[src/rtl/usbRxPkg.sv]
package usbRxPkg;
  // Strobes from the control sequencer to the datapath for one clock.
  typedef struct packed {
    logic idle;      // receiver disabled: park the reference at J
    logic levelUpd;  // capture the current line level as the NRZI reference
    logic shiftEn;   // shift the decoded bit into the byte register
    logic loadByte;  // eighth data bit: present the byte
    logic endPkt;    // end of packet recognised
    logic stuffFail; // stuff rule broken
  } rxCtrlS;
endpackage

[src/rtl/usbRxControl.sv]
module usbRxControl
  import usbRxPkg::*;
#(
  parameter int BYTE_W  = 8,
  parameter int MAX_RUN = 6,
  parameter int EOP_SE0 = 2
) (
  input  logic   clk,
  input  logic   rstN,
  input  logic   enable,
  input  logic   bitStrobe,
  input  logic   lineSe0,
  input  logic   lineJ,
  input  logic   dataBit,
  output rxCtrlS ctrl
);
  localparam int RUN_W = $clog2(MAX_RUN + 1);
  localparam int CNT_W = $clog2(BYTE_W);
  localparam int SE0_W = $clog2(EOP_SE0 + 1);
  localparam logic [RUN_W-1:0] RUN_MAX  = RUN_W'(MAX_RUN);
  localparam logic [CNT_W-1:0] CNT_LAST = CNT_W'(BYTE_W - 1);
  localparam logic [SE0_W-1:0] SE0_NEED = SE0_W'(EOP_SE0);

  logic [RUN_W-1:0] onesRun;
  logic [CNT_W-1:0] bitCnt;
  logic [SE0_W-1:0] se0Cnt;
  logic             active;
  logic             runFull;

  assign active  = enable & bitStrobe;
  assign runFull = (onesRun == RUN_MAX);

  always_comb begin
    ctrl      = '0;
    ctrl.idle = ~enable;
    if (active && !lineSe0) begin
      ctrl.levelUpd = 1'b1;
      if (se0Cnt == SE0_NEED && lineJ) begin
        ctrl.endPkt = 1'b1;
      end else if (runFull) begin
        ctrl.stuffFail = dataBit;
      end else begin
        ctrl.shiftEn  = 1'b1;
        ctrl.loadByte = (bitCnt == CNT_LAST);
      end
    end
  end

  always_ff @(posedge clk or negedge rstN) begin
    if (!rstN) begin
      onesRun <= '0;
      bitCnt  <= '0;
      se0Cnt  <= '0;
    end else if (!enable) begin
      onesRun <= '0;
      bitCnt  <= '0;
      se0Cnt  <= '0;
    end else if (active) begin
      if (lineSe0) begin
        if (se0Cnt != SE0_NEED) se0Cnt <= se0Cnt + 1'b1;
      end else begin
        se0Cnt <= '0;
        if (ctrl.endPkt || ctrl.stuffFail) begin
          onesRun <= '0;
          bitCnt  <= '0;
        end else if (runFull) begin
          onesRun <= '0;
        end else begin
          bitCnt  <= (bitCnt == CNT_LAST) ? '0 : bitCnt + 1'b1;
          onesRun <= dataBit ? onesRun + 1'b1 : '0;
        end
      end
    end
  end
endmodule

[src/rtl/usbRxDatapath.sv]
module usbRxDatapath
  import usbRxPkg::*;
#(
  parameter int BYTE_W = 8
) (
  input  logic              clk,
  input  logic              rstN,
  input  logic              nrziEn,
  input  logic              dPlus,
  input  rxCtrlS            ctrl,
  output logic              dataBit,
  output logic [BYTE_W-1:0] rxByte,
  output logic              byteValid,
  output logic              eop,
  output logic              stuffErr
);
  logic              prevLevel;
  logic [BYTE_W-1:0] shiftReg;
  logic [BYTE_W-1:0] nextShift;

  assign dataBit   = nrziEn ? ~(dPlus ^ prevLevel) : dPlus;
  assign nextShift = {dataBit, shiftReg[BYTE_W-1:1]};

  always_ff @(posedge clk or negedge rstN) begin
    if (!rstN) begin
      prevLevel <= 1'b1;
    end else if (ctrl.idle || ctrl.endPkt) begin
      prevLevel <= 1'b1;
    end else if (ctrl.levelUpd) begin
      prevLevel <= dPlus;
    end
  end

  always_ff @(posedge clk or negedge rstN) begin
    if (!rstN) begin
      shiftReg <= '0;
      rxByte   <= '0;
    end else begin
      if (ctrl.shiftEn) shiftReg <= nextShift;
      if (ctrl.loadByte) rxByte <= nextShift;
    end
  end

  always_ff @(posedge clk or negedge rstN) begin
    if (!rstN) begin
      byteValid <= 1'b0;
      eop       <= 1'b0;
      stuffErr  <= 1'b0;
    end else begin
      byteValid <= ctrl.loadByte;
      eop       <= ctrl.endPkt;
      stuffErr  <= ctrl.stuffFail;
    end
  end
endmodule

[src/rtl/usbRxDestuffer.sv]
module usbRxDestuffer
  import usbRxPkg::*;
#(
  parameter int BYTE_W  = 8,
  parameter int MAX_RUN = 6,
  parameter int EOP_SE0 = 2
) (
  input  logic              clk,
  input  logic              rstN,
  input  logic              enable,
  input  logic              nrziEn,
  input  logic              dPlus,
  input  logic              dMinus,
  input  logic              bitStrobe,
  output logic [BYTE_W-1:0] rxByte,
  output logic              byteValid,
  output logic              se0,
  output logic              eop,
  output logic              stuffErr
);
  rxCtrlS ctrl;
  logic   dataBit;
  logic   lineJ;

  assign se0   = ~dPlus & ~dMinus;
  assign lineJ = dPlus & ~dMinus;

  usbRxControl #(
    .BYTE_W(BYTE_W), .MAX_RUN(MAX_RUN), .EOP_SE0(EOP_SE0)
  ) i_control (
    .clk(clk), .rstN(rstN), .enable(enable), .bitStrobe(bitStrobe),
    .lineSe0(se0), .lineJ(lineJ), .dataBit(dataBit), .ctrl(ctrl)
  );

  usbRxDatapath #(
    .BYTE_W(BYTE_W)
  ) i_datapath (
    .clk(clk), .rstN(rstN), .nrziEn(nrziEn), .dPlus(dPlus), .ctrl(ctrl),
    .dataBit(dataBit), .rxByte(rxByte), .byteValid(byteValid),
    .eop(eop), .stuffErr(stuffErr)
  );
endmodule

[config.mk]
export PLATFORM = sky130hd
export DESIGN_NAME = usbRxDestuffer
export DESIGN_NICKNAME = d
export VERILOG_FILES = /design/src/rtl/usbRxPkg.sv /design/src/rtl/usbRxControl.sv /design/src/rtl/usbRxDatapath.sv /design/src/rtl/usbRxDestuffer.sv
export SDC_FILE = /design/constraint.sdc
export NUM_CORES = 1
export LEC_CHECK = 0
export ABC_AREA = 1
export BUFFER_PORTS_ARGS = -buffer_cell sky130_fd_sc_hd__buf_2
export CORE_MARGIN = 3
export CORE_UTILIZATION = 59
export CTS_CLUSTER_DIAMETER = 150
export DETAILED_ROUTE_END_ITERATION = 10
export GPL_TIMING_DRIVEN = 0
export PLACE_DENSITY = 0.94
export SKIP_CTS_REPAIR_TIMING = 1
export SLEW_MARGIN = 15
export SYNTH_ARGS = -nofsm -noshare
export SYNTH_HDL_FRONTEND = slang
export SYNTH_SLANG_ARGS = --single-unit
[constraint.sdc]
create_clock -name clk -period 3.6 [get_ports clk]
set_clock_uncertainty 0.05 [all_clocks]
set_input_delay 0.54 -clock clk [delete_from_list [all_inputs] [get_ports clk]]
set_output_delay 0.54 -clock clk [all_outputs]
set_load 0.05 [all_outputs]
# Yosys cells after proc, flatten, opt, wreduce, memory -nomap -nowiden
# Index checks and enable logic that the tools add are counted.
dict set report totals {
  out_inout_bits 12
  in_bits 7
  elab_cells 62
  ff_bits 28
}
dict set report classes {
  n_reduce_logical 9
  eq_ne 8
  mux 25
  addsub 3
  bitwise 8
}
# operator count
set op_table {}
lappend op_table {{$mux 3} 12}
lappend op_table {{$mux 2} 6}
lappend op_table {{$add 3x1->3 const B} 2}
lappend op_table {{$eq 3x3->1 const B} 2}
lappend op_table {{$mux 1} 6}
lappend op_table {{$ne 3x3->1 const B} 2}
lappend op_table {{$mux 5} 1}
lappend op_table {{$ne 2x2->1 const B} 2}
lappend op_table {{$not 1->1} 4}
lappend op_table {{$reduce_and 2->1} 2}
lappend op_table {{$and 1x1->1} 3}
lappend op_table {{$reduce_and 3->1} 1}
lappend op_table {{$add 2x1->2 const B} 1}
lappend op_table {{$eq 2x2->1 const B} 1}
lappend op_table {{$logic_and 1x1->1} 2}
lappend op_table {{$logic_or 1x1->1} 2}
lappend op_table {{$ne 2x1->1 const B} 1}
lappend op_table {{$reduce_bool 2->1} 1}
lappend op_table {{$logic_not 1->1} 1}
lappend op_table {{$xor 1x1->1} 1}

# Logic depth before layout (Yosys ltp)
# Gate-level depths: netlist of run 1.
dict set report depth {
  ltp_word 11
  depth_mapped 11
  depth_no_buf 11
}

# Modules after synthesis
# A second synthesis of run 1 with hierarchy kept.
dict set report unflattened {
  cells_unflattened 149
  area_unflattened_um2 1292.5
}
# mod cells_per_inst n_inst seq_area_each_um2 area_each_um2
set modules_own_cells {}
lappend modules_own_cells {usbRxDatapath 78 1 476.7 730.7}
lappend modules_own_cells {usbRxControl 68 1 200.2 548.0}
lappend modules_own_cells {usbRxDestuffer 3 1 0.0 13.8}

# Worst setup path after synthesis of run 1
# No wires, ideal clock.
dict set report synth_timing {
  kind {input port to flip-flop}
  startpoint {input port dMinus}
  endpoint {register i_control.bitCnt[0]}
  cell_stages 7
  arrival_time_ns 1.924
  n_path_buf 0
  setup_ns 0.065
  required_time_ns 3.485
  slack_ns 1.561
  path_cell_list {nor2_1 -> nand2_1 -> nand2_1 -> inv_1 -> nand2_1 -> nand2_1 -> nand2_1}
}
dict set report synth_between {
  elab_chain_cells 10
  elab_cells_between_ends 17
  cone_classes {eq/ne (2); mux (7); bitwise (3); reduce/logical (5)}
}
# element line_no
set synth_lines {}
lappend synth_lines {{from (decl)} usbRxDestuffer.sv:13} ;# input logic dMinus,
lappend synth_lines {{$not 1->1 (*)} {usbRxDestuffer.sv:25, usbRxDestuffer.sv:26}}
lappend synth_lines {{$and 1x1->1 (on tied branches)} {usbRxDestuffer.sv:26, usbRxDestuffer.sv:25}}
lappend synth_lines {{$logic_and 1x1->1 / $logic_not 1->1 (equally long branches)} {usbRxControl.sv:38, usbRxControl.sv:36}}
lappend synth_lines {{$mux 1 / $logic_and 1x1->1 (equally long branches)} {usbRxControl.sv:38, usbRxControl.sv:36}}
lappend synth_lines {{$mux 5} usbRxControl.sv:36} ;# if (active && !lineSe0) begin
lappend synth_lines {{$logic_or 1x1->1} usbRxControl.sv:63} ;# if (ctrl.endPkt || ctrl.stuffFail) begin
lappend synth_lines {{$mux 3} usbRxControl.sv:63}
lappend synth_lines {{$mux 3} usbRxControl.sv:59} ;# if (lineSe0) begin
lappend synth_lines {{$mux 3} usbRxControl.sv:58} ;# end else if (active) begin
lappend synth_lines {{$mux 3} usbRxControl.sv:54} ;# end else if (!enable) begin
lappend synth_lines {{to (signal assigned)} usbRxControl.sv:69} ;# bitCnt <= (bitCnt == CNT_LAST) ? '0 : bitCnt + 1'b1;
lappend synth_lines {{to (decl)} usbRxControl.sv:25} ;# logic [CNT_W-1:0] bitCnt;
# Mark *: on every way between the ends. The rest lies on a longest branch, timed or not. The select of a mux whose other input is x is not followed.
# A chain may end at the register's enable or synchronous reset.

# Worst setup path after layout of run 1
dict set report layout_timing {
  startpoint {register i_control.onesRun[0]}
  endpoint {register i_datapath.rxByte[6]}
}
dict set report layout_between {
  elab_chain_cells 4
}
# element line_no
set layout_lines {}
lappend layout_lines {{from (decl)} usbRxControl.sv:24} ;# logic [RUN_W-1:0] onesRun;
lappend layout_lines {{from (signal assigned)} usbRxControl.sv:70} ;# onesRun <= dataBit ? onesRun + 1'b1 : '0;
lappend layout_lines {{$eq 3x3->1} usbRxControl.sv:31} ;# assign runFull = (onesRun == RUN_MAX);
lappend layout_lines {{$mux 2} usbRxControl.sv:40} ;# end else if (runFull) begin
lappend layout_lines {{$mux 2} usbRxControl.sv:38} ;# if (se0Cnt == SE0_NEED && lineJ) begin
lappend layout_lines {{$mux 5} usbRxControl.sv:36}
lappend layout_lines {{to (signal assigned)} usbRxDatapath.sv:40} ;# if (ctrl.loadByte) rxByte <= nextShift;
lappend layout_lines {{to (decl)} usbRxDatapath.sv:12} ;# output logic [BYTE_W-1:0] rxByte,
# No other way between the ends.

==> summary.md, run 1 <==
| Metric | Value |
|---|---|
| Die Ht | `around 53 um` |
| RSZ-0062 raised after global routing | `no` |
| Dominant cell type by area after synthesis | `sky130_fd_sc_hd__dfrtp_1` |
| Full die area | `roughly 2800 sq um` |
| Post-synthesis cell count | `143` |
| First-pass DRT Iterations | `4` |
| Count of warnings emitted by yosys | `0` |
| Signal arrival time at the worst endpoint | `1970 ps` |
| Antenna violations before repair | `0` |
| CTS HTree Levels | `1` |
| Clk buf depth | `2` |
| Area share of the largest cell type after synthesis | `0.500` |
| Number of library cell types mapped by synthesis | `23` |
| Number of nets in the finished design | `178` |
| Number of cells in the finished layout apart from fillers | `~190` |
| Dominant register cell in the synthesized netlist | `sky130_fd_sc_hd__dfrtp_1` |
| Top area cells in the synthesized netlist | `sky130_fd_sc_hd__dfrtp_1 50%, sky130_fd_sc_hd__nand2_1 11%, sky130_fd_sc_hd__inv_1 5.8%` |
| Avg Synthesized Cell Area | `9.09 sq um` |
| Count of input and output buffers | `18` |
| Start point of the critical path | `i_control.onesRun[0]` |
| Floorplan die width | `52.9 um` |
| Seq pwr share | `0.609` |
| Hold Path Class | `in2async` |
| Maximum fanout encountered on the critical timing path | `10` |
| Drt total wl | `2.31 mm` |
| Final period util | `0.500` |
| Largest net degree at the start of global routing | `28` |
| Run status | `complete, no violations` |
| Sum of met2 wire segment lengths after detailed routing | `1.24 mm` |
| Total negative slack | `0 ps` |
| Average wire per standard cell | `approximately 12 um` |
| Most repeated cell in the gate-level netlist after synthesis | `sky130_fd_sc_hd__nand2_1` |
| Proportion of power drawn by combinational gates | `0.174` |
| Top sig layer | `met4` |
| Number of top-level pins | `19` |
| Fraction of registers with async set or reset after synthesis | `1.00` |
| Critical path start-end classification | `reg2reg` |
| Final critical delay including setup and external delays | `1800 ps` |
| Post-layout util | `0.717` |
| Area added between synthesis and finish | `11.5%` |
| Fill cell instance count of the final layout | `157` |
| Routed met1 length | `approximately 950 um` |
| Peak supply drop | `0.235 mV` |
| Standard-cell rows | `16` |
| Portion of the post-synthesis area used by sequential elements | `0.521` |
| Residual antenna-violating net count after detailed routing | `0` |
| Met3 Routed Length | `101 um` |
| Final hold violation count | `0` |
| Number of enable-type register cells in the synthesized netlist | `0` |
| Post-synthesis register bit count | `27` |
| CTS tree | `done` |
| Wire length of the first global-routing pass | `between 4 and 5 mm` |
| Critical path launch point type | `flop` |
| Number of vias per cell after detailed routing | `5.32` |
| CTS Buf Count | `3` |
| RePlAce Congestion | `0.806` |
| Clock-pin slew on the worst setup and hold paths | `130 ps` |
| Sinks on the clock net | `27` |
| DR DRC count | `0` |
| Total count of max-transition violations in the final report | `0` |
| Core Footprint | `2020 sq um` |
| Slew at the pin closest to its max-slew limit | `slightly below 600 ps` |
| Remaining Overflow, GRT | `0` |
| Summed instance area of the synthesized netlist | `1300 sq um` |
| Clock group share of total power | `0.217` |
| Vias in the first global route | `971` |
| Post-placement cell count | `188` |
| Endpoint kind of the worst setup timing path | `flop` |
| Static Leakage | `0.818 nW` |
| WP data required | `between 3000 and 4000 ps` |
| Top cells by count, synth | `37 x sky130_fd_sc_hd__nand2_1, 26 x sky130_fd_sc_hd__dfrtp_1, 20 x sky130_fd_sc_hd__inv_1` |
| Diode insertion count for antenna repair | `0` |
| Worst slew slack as a fraction of its limit | `0.611` |
| Clock latency on the worst-skew pair | `~310 ps` |
| Number of nets produced by synthesis | `about 160` |
| Final Setup Violations | `0` |
| Reg2Reg Setup Slack | `1800 ps` |
| Worst Reg2Reg Path Length in Cells | `9` |
| Capture point of the critical path | `i_datapath.rxByte[6]` |
| P_int | `0.000406 W` |
| Net Switching | `around 0.00017 W` |
| Starting Density | `0.643` |
| Reg-to-reg startpoint | `i_control.onesRun[0]` |
| CTS Root Cell | `sky130_fd_sc_hd__clkbuf_4` |
| Number of design-rule violations left by the first detailed-router iteration | `10` |
| Number of max-cap violations | `0` |
| GRT Overall Usage | `0.198` |
| PD cells | `395 nW/um^2` |
| Timing-limited maximum frequency | `~560 MHz` |
| Final HPWL from detailed placement | `1.74 mm` |
| Share of post-route cells with drive strength above 1 | `0.255` |
| Switching part of the total | `0.291` |
| Endpoint of the worst register-to-register path | `i_datapath.rxByte[6]` |
| Total vias in the final route | `1022` |
[cells in the final DEF, fill, tap and decap left out, types with 3 or more instances in the layout]
| master | synthesis | routed |
|---|---|---|
| sky130_fd_sc_hd__buf_2 | 0 | 18 |
| sky130_fd_sc_hd__clkbuf_4 | 0 | 3 |
| sky130_fd_sc_hd__o21ai_2 | 7 | 7 |
| sky130_fd_sc_hd__nand2_4 | 3 | 3 |
| sky130_fd_sc_hd__nand3_1 | 7 | 7 |
| sky130_fd_sc_hd__dfrtp_1 | 26 | 26 |
| sky130_fd_sc_hd__ha_1 | 5 | 5 |
| sky130_fd_sc_hd__nand4_1 | 4 | 4 |
| sky130_fd_sc_hd__nand2_2 | 4 | 4 |
| sky130_fd_sc_hd__nand2_1 | 37 | 37 |
| sky130_fd_sc_hd__o21ai_0 | 10 | 10 |
| sky130_fd_sc_hd__inv_1 | 20 | 20 |
| sky130_fd_sc_hd__nor2_1 | 8 | 8 |
[registers in the layout, indices dropped and copies added (netlist names)]
signal                cells
i_datapath.byteValid      1
i_control.bitCnt          3
i_control.se0Cnt          2
i_datapath.shiftReg       7
i_datapath.stuffErr       1
i_datapath.prevLevel      1
i_datapath.rxByte         8
i_control.onesRun         3
i_datapath.eop            1
[area by class of cell]
cell class | instances | area, sq um | share of cell area
buffer | 2 | 18.8 | 0.0129
clock buffer | 4 | 26.3 | 0.0181
inverter | 21 | 80.1 | 0.0552
multi-input combinational | 93 | 524 | 0.362
sequential | 27 | 677 | 0.467
tap | 27 | 33.8 | 0.0233
timing repair buffer | 18 | 90.1 | 0.0621
[cell families (layout without fill, tap and decap cells)]
family | Yosys count | in the layout | synth area share
buf+inv | 23 | 45 | 0.0760
flops | 27 | 27 | 0.521
xor+xnor | 1 | 1 | 0.00674
simple gates | 67 | 67 | 0.247
compound gates | 20 | 20 | 0.101
fa+ha+maj | 5 | 5 | 0.0481
[critical path, stage by stage, from the launching register on]
cell and delay, ps:
sky130_fd_sc_hd__dfrtp_1 400, sky130_fd_sc_hd__inv_1 70, sky130_fd_sc_hd__ha_1 200, sky130_fd_sc_hd__nand2_2 110
sky130_fd_sc_hd__inv_1 120, sky130_fd_sc_hd__nor3_4 340, sky130_fd_sc_hd__nand2_4 130, sky130_fd_sc_hd__buf_6 180
sky130_fd_sc_hd__nand2_2 60, sky130_fd_sc_hd__o21ai_2 50
[worst min-delay path by stage]
stage / from / endpoint / slack [ps] / cells past startpoint
after floorplan: rstN / i_control.bitCnt[0] / 190 / 0
after global placement: i_datapath.rxByte[5] / i_datapath.rxByte[5] / 410 / 2
after detailed placement: i_datapath.rxByte[0] / i_datapath.rxByte[0] / 420 / 2
after CTS: rstN / i_datapath.rxByte[4] / 170 / 1
after global routing: rstN / i_datapath.rxByte[4] / 170 / 1
final: rstN / i_datapath.shiftReg[6] / 160 / 1
[metal layers]
metal,up-vias,global-route usage
met5,-,0
met4,0,0.0596
met3,4,0.0282
met2,24,0.362
met1,496,0.237
li1,498,-
[through the flow]
stage / hold slack [ps] / power (W) / area, sq um / setup WS [ps]
finish: 156 / 0.000572 / 1450 / 1800
global route: 167 / 0.000609 / 1450 / 1650
CTS: 168 / 0.000580 / 1450 / 1800
detailed placement: 417 / 0.000454 / 1420 / 1830
global placement: 407 / 0.000446 / 1420 / 1870
floorplan: 194 / 0.000422 / 1300 / 1560
[power groups by stage]
| stage | combinational [W] | sequential, W | clock [W] |
|---|---|---|---|
| 2_1_floorplan | 0.0000588 | 0.000363 | 0 |
| 3_3_place_gp | 0.0000933 | 0.000353 | 0 |
| 3_5_place_dp | 0.0000995 | 0.000355 | 0 |
| 4_1_cts | 0.000101 | 0.000349 | 0.000130 |
| 5_1_grt | 0.000113 | 0.000352 | 0.000144 |
| 6_report | 0.0000996 | 0.000349 | 0.000124 |
(Power assumes the default switching activity.)
==> run 2, diff against run 1 <==
--- a/config.mk
+++ b/config.mk
@@ -8,11 +8,11 @@
 export ABC_AREA = 1
 export BUFFER_PORTS_ARGS = -buffer_cell sky130_fd_sc_hd__buf_2
 export CORE_MARGIN = 3
-export CORE_UTILIZATION = 59
+export CORE_UTILIZATION = 55
 export CTS_CLUSTER_DIAMETER = 150
 export DETAILED_ROUTE_END_ITERATION = 10
 export GPL_TIMING_DRIVEN = 0
-export PLACE_DENSITY = 0.94
+export PLACE_DENSITY = 0.89
 export SKIP_CTS_REPAIR_TIMING = 1
 export SLEW_MARGIN = 15
 export SYNTH_ARGS = -nofsm -noshare
==> constraint.sdc (replaced) <==
create_clock -name clk -period 1.9 [get_ports clk]
set_clock_uncertainty 0.05 [all_clocks]
set_input_delay 0.285 -clock clk [delete_from_list [all_inputs] [get_ports clk]]
set_output_delay 0.285 -clock clk [all_outputs]
set_load 0.05 [all_outputs]
==> run 2 against run 1 <==
Compared with the run above: sequential share of layout area is 0.32 points lower; first-iteration DRC count is 60% higher; maximum frequency is 3.4% higher; sequential cell count stayed put; combinational power is 89% higher; die area is 6.4% higher; register-to-register slack worse by 1600 ps; count of clock-buffer cells in the layout stayed put; core utilization is 2.3 points lower; wire length is 0.82% higher.
==> summary.md, run 2 (same netlist as run 1, synthesis figures left out) <==
| Metric | Value |
|---|---|
| Run status | `complete, no violations` |
| Worst Reg2Reg Path Length in Cells | `9` |
| Critical path launch point type | `flop` |
| Final critical delay including setup and external delays | `1740 ps` |
| CP top delay family | `simple AND/OR/NAND/NOR gates` |
| Peak supply drop | `0.408 mV` |
| Total power after layout | `between 0.001 and 0.0015 W` |
| CTS Root Cell | `sky130_fd_sc_hd__clkbuf_4` |
| Maximum fanout encountered on the critical timing path | `10` |
| Number of cells in the finished layout apart from fillers | `193` |
| Clk buf depth | `2` |
| Biggest regs | `i_datapath.rxByte x8, i_datapath.shiftReg x7` |
| Wire length of the first global-routing pass | `3.95 mm` |
| Total count of max-transition violations in the final report | `0` |
| CTS tree | `done` |
| Fill cell instance count of the final layout | `185` |
| Antenna violations before repair | `0` |
| Clock latency on the worst-skew pair | `320 ps` |
| Most common cell after layout, fill and taps aside | `sky130_fd_sc_hd__nand2_1` |
| Clock-pin slew on the worst setup and hold paths | `140 ps` |
| Final period util | `0.916` |
| Average wire per standard cell | `12.1 um` |
| Timing-limited maximum frequency | `575 MHz` |
| Remaining Overflow, GRT | `0` |
| Final HPWL from detailed placement | `1.74 mm` |
| Endpoint kind of the worst setup timing path | `flop` |
| Vias in the first global route | `948` |
| Post-placement cell count | `~190` |
| Number of flip-flops under the largest register name | `8` |
| Reg2Reg Setup Slack | `160 ps` |
| Full die area | `2980 sq um` |
| Number of design-rule violations left by the first detailed-router iteration | `16` |
| Reg-to-reg startpoint | `i_control.onesRun[0]` |
| Highest-count cells in the layout ignoring fill and taps | `37 x sky130_fd_sc_hd__nand2_1, 26 x sky130_fd_sc_hd__dfrtp_1, 20 x sky130_fd_sc_hd__inv_1, 18 x sky130_fd_sc_hd__buf_2, 10 x sky130_fd_sc_hd__o21ai_0` |
| Standard-cell rows | `16` |
| Footprint of the multi-input gates | `roughly 520 sq um` |
| Number of max-cap violations | `0` |
| DR DRC count | `0` |
| Number of nets in the finished design | `179` |
| CTS Buf Count | `3` |
| Worst slew slack as a fraction of its limit | `0.599` |
| Drt total wl | `approximately 2.3 mm` |
| Switching part of the total | `0.293` |
| Sinks on the clock net | `27` |
| Slowest cell on crit path | `sky130_fd_sc_hd__dfrtp_1` |
| RSZ-0062 raised after global routing | `no` |
| Number of top-level pins | `19` |
| Net Switching | `between 0.0003 and 0.0004 W` |
| WP data required | `2080 ps` |
| Final hold violation count | `0` |
| CTS HTree Levels | `1` |
| Start point of the critical path | `i_control.onesRun[0]` |
| Slew at the pin closest to its max-slew limit | `about 600 ps` |
| Residual antenna-violating net count after detailed routing | `0` |
| Diode insertion count for antenna repair | `0` |
| Static Leakage | `a little over 0.8 nW` |
| Number of vias per cell after detailed routing | `5.16` |
| Proportion of power drawn by combinational gates | `0.172` |
| Buffer and inverter count on the worst path | `3` |
| Critical path start-end classification | `reg2reg` |
| Die Ht | `54.6 um` |
| P_int | `0.000771 W` |
| Area added between synthesis and finish | `12.3%` |
| Share of post-route cells with drive strength above 1 | `0.253` |
| Total vias in the final route | `995` |
| PD cells | `747 nW/um^2` |
| Final Setup Violations | `0` |
| GRT Overall Usage | `0.187` |
| Count of input and output buffers | `18` |
| Endpoint of the worst register-to-register path | `i_datapath.rxByte[5]` |
| Core Footprint | `2100 sq um` |
| First-pass DRT Iterations | `4` |
| Floorplan die width | `about 55 um` |
| RePlAce Congestion | `~0.80` |
| Clock group share of total power | `0.222` |
| Seq. cell area | `677 sq um` |
| Number of stages on the worst setup path | `9` |
| Cell Chain, Critical Path | `inv_1, ha_1, nand2_2, inv_1, nor3_4, nand2_4, buf_6, nand2_1, nand2_1` |
| Hold Path Class | `in2reg` |
| Largest net degree at the start of global routing | `28` |
| Register with the most flip-flops | `i_datapath.rxByte` |
| Total negative slack | `0 ps` |
| Seq pwr share | `0.605` |
| Signal arrival time at the worst endpoint | `1920 ps` |
| Starting Density | `0.618` |
| Capture point of the critical path | `i_datapath.rxByte[5]` |
| Delay of the slowest cell on the worst path | `390 ps` |
==> run 2: worst reg2reg max path: stages (launching register included) <==
cell	delay [ps]
sky130_fd_sc_hd__dfrtp_1	390
sky130_fd_sc_hd__inv_1	60
sky130_fd_sc_hd__ha_1	200
sky130_fd_sc_hd__nand2_2	110
sky130_fd_sc_hd__inv_1	120
sky130_fd_sc_hd__nor3_4	300
sky130_fd_sc_hd__nand2_4	140
sky130_fd_sc_hd__buf_6	180
sky130_fd_sc_hd__nand2_1	70
sky130_fd_sc_hd__nand2_1	50
==> run 2: routing by layer <==
layer	track usage	share of wire	wire (um)
met5	0	0	0
met3	0.0272	0.048	112
met2	0.333	0.49	1150
met4	0.0747	0.015	36
met1	0.223	0.44	1030
==> run 2: through the flow <==
step                      worst slack (ps)  utilization  hold WS, ps  instance area, sq um
final                                  160        0.695          178                  1460
after global routing                  17.8        0.695          178                  1460
after CTS                             91.0        0.690        -83.3                  1450
after detailed placement               108        0.677          278                  1420
after global placement                 165        0.677          259                  1420
after floorplan                        116            -        -60.6                  1300
==> run 2: worst min-delay path by stage <==
stage / slack [ps] / cells after the start / startpoint / endpoint
floorplan: -60 / 0 / rstN / i_control.bitCnt[0]
global placement: 260 / 1 / rstN / i_datapath.rxByte[4]
detailed placement: 280 / 1 / rstN / i_datapath.rxByte[4]
CTS: -80 / 1 / rstN / i_datapath.rxByte[4]
global route: 180 / 2 / enable / i_datapath.prevLevel
finish: 180 / 2 / enable / i_datapath.prevLevel
==> run 2: final cells by class <==
class | instances | area share
Sequential cell | 27 | 0.464
Timing Repair Buffer | 19 | 0.0686
Multi-Input combinational cell | 93 | 0.359
Clock buffer | 4 | 0.0180
Buffer | 2 | 0.0129
Tap cell | 27 | 0.0231
Inverter | 21 | 0.0548
==> run 2: power by group through the flow <==
stage                     combinational [W]  sequential (W)  clock, W
after floorplan                    0.000111        0.000688         0
after global placement             0.000177        0.000668         0
after detailed placement           0.000187        0.000673         0
after CTS                          0.000189        0.000661  0.000252
after global routing               0.000217        0.000669  0.000273
final                              0.000188        0.000660  0.000243
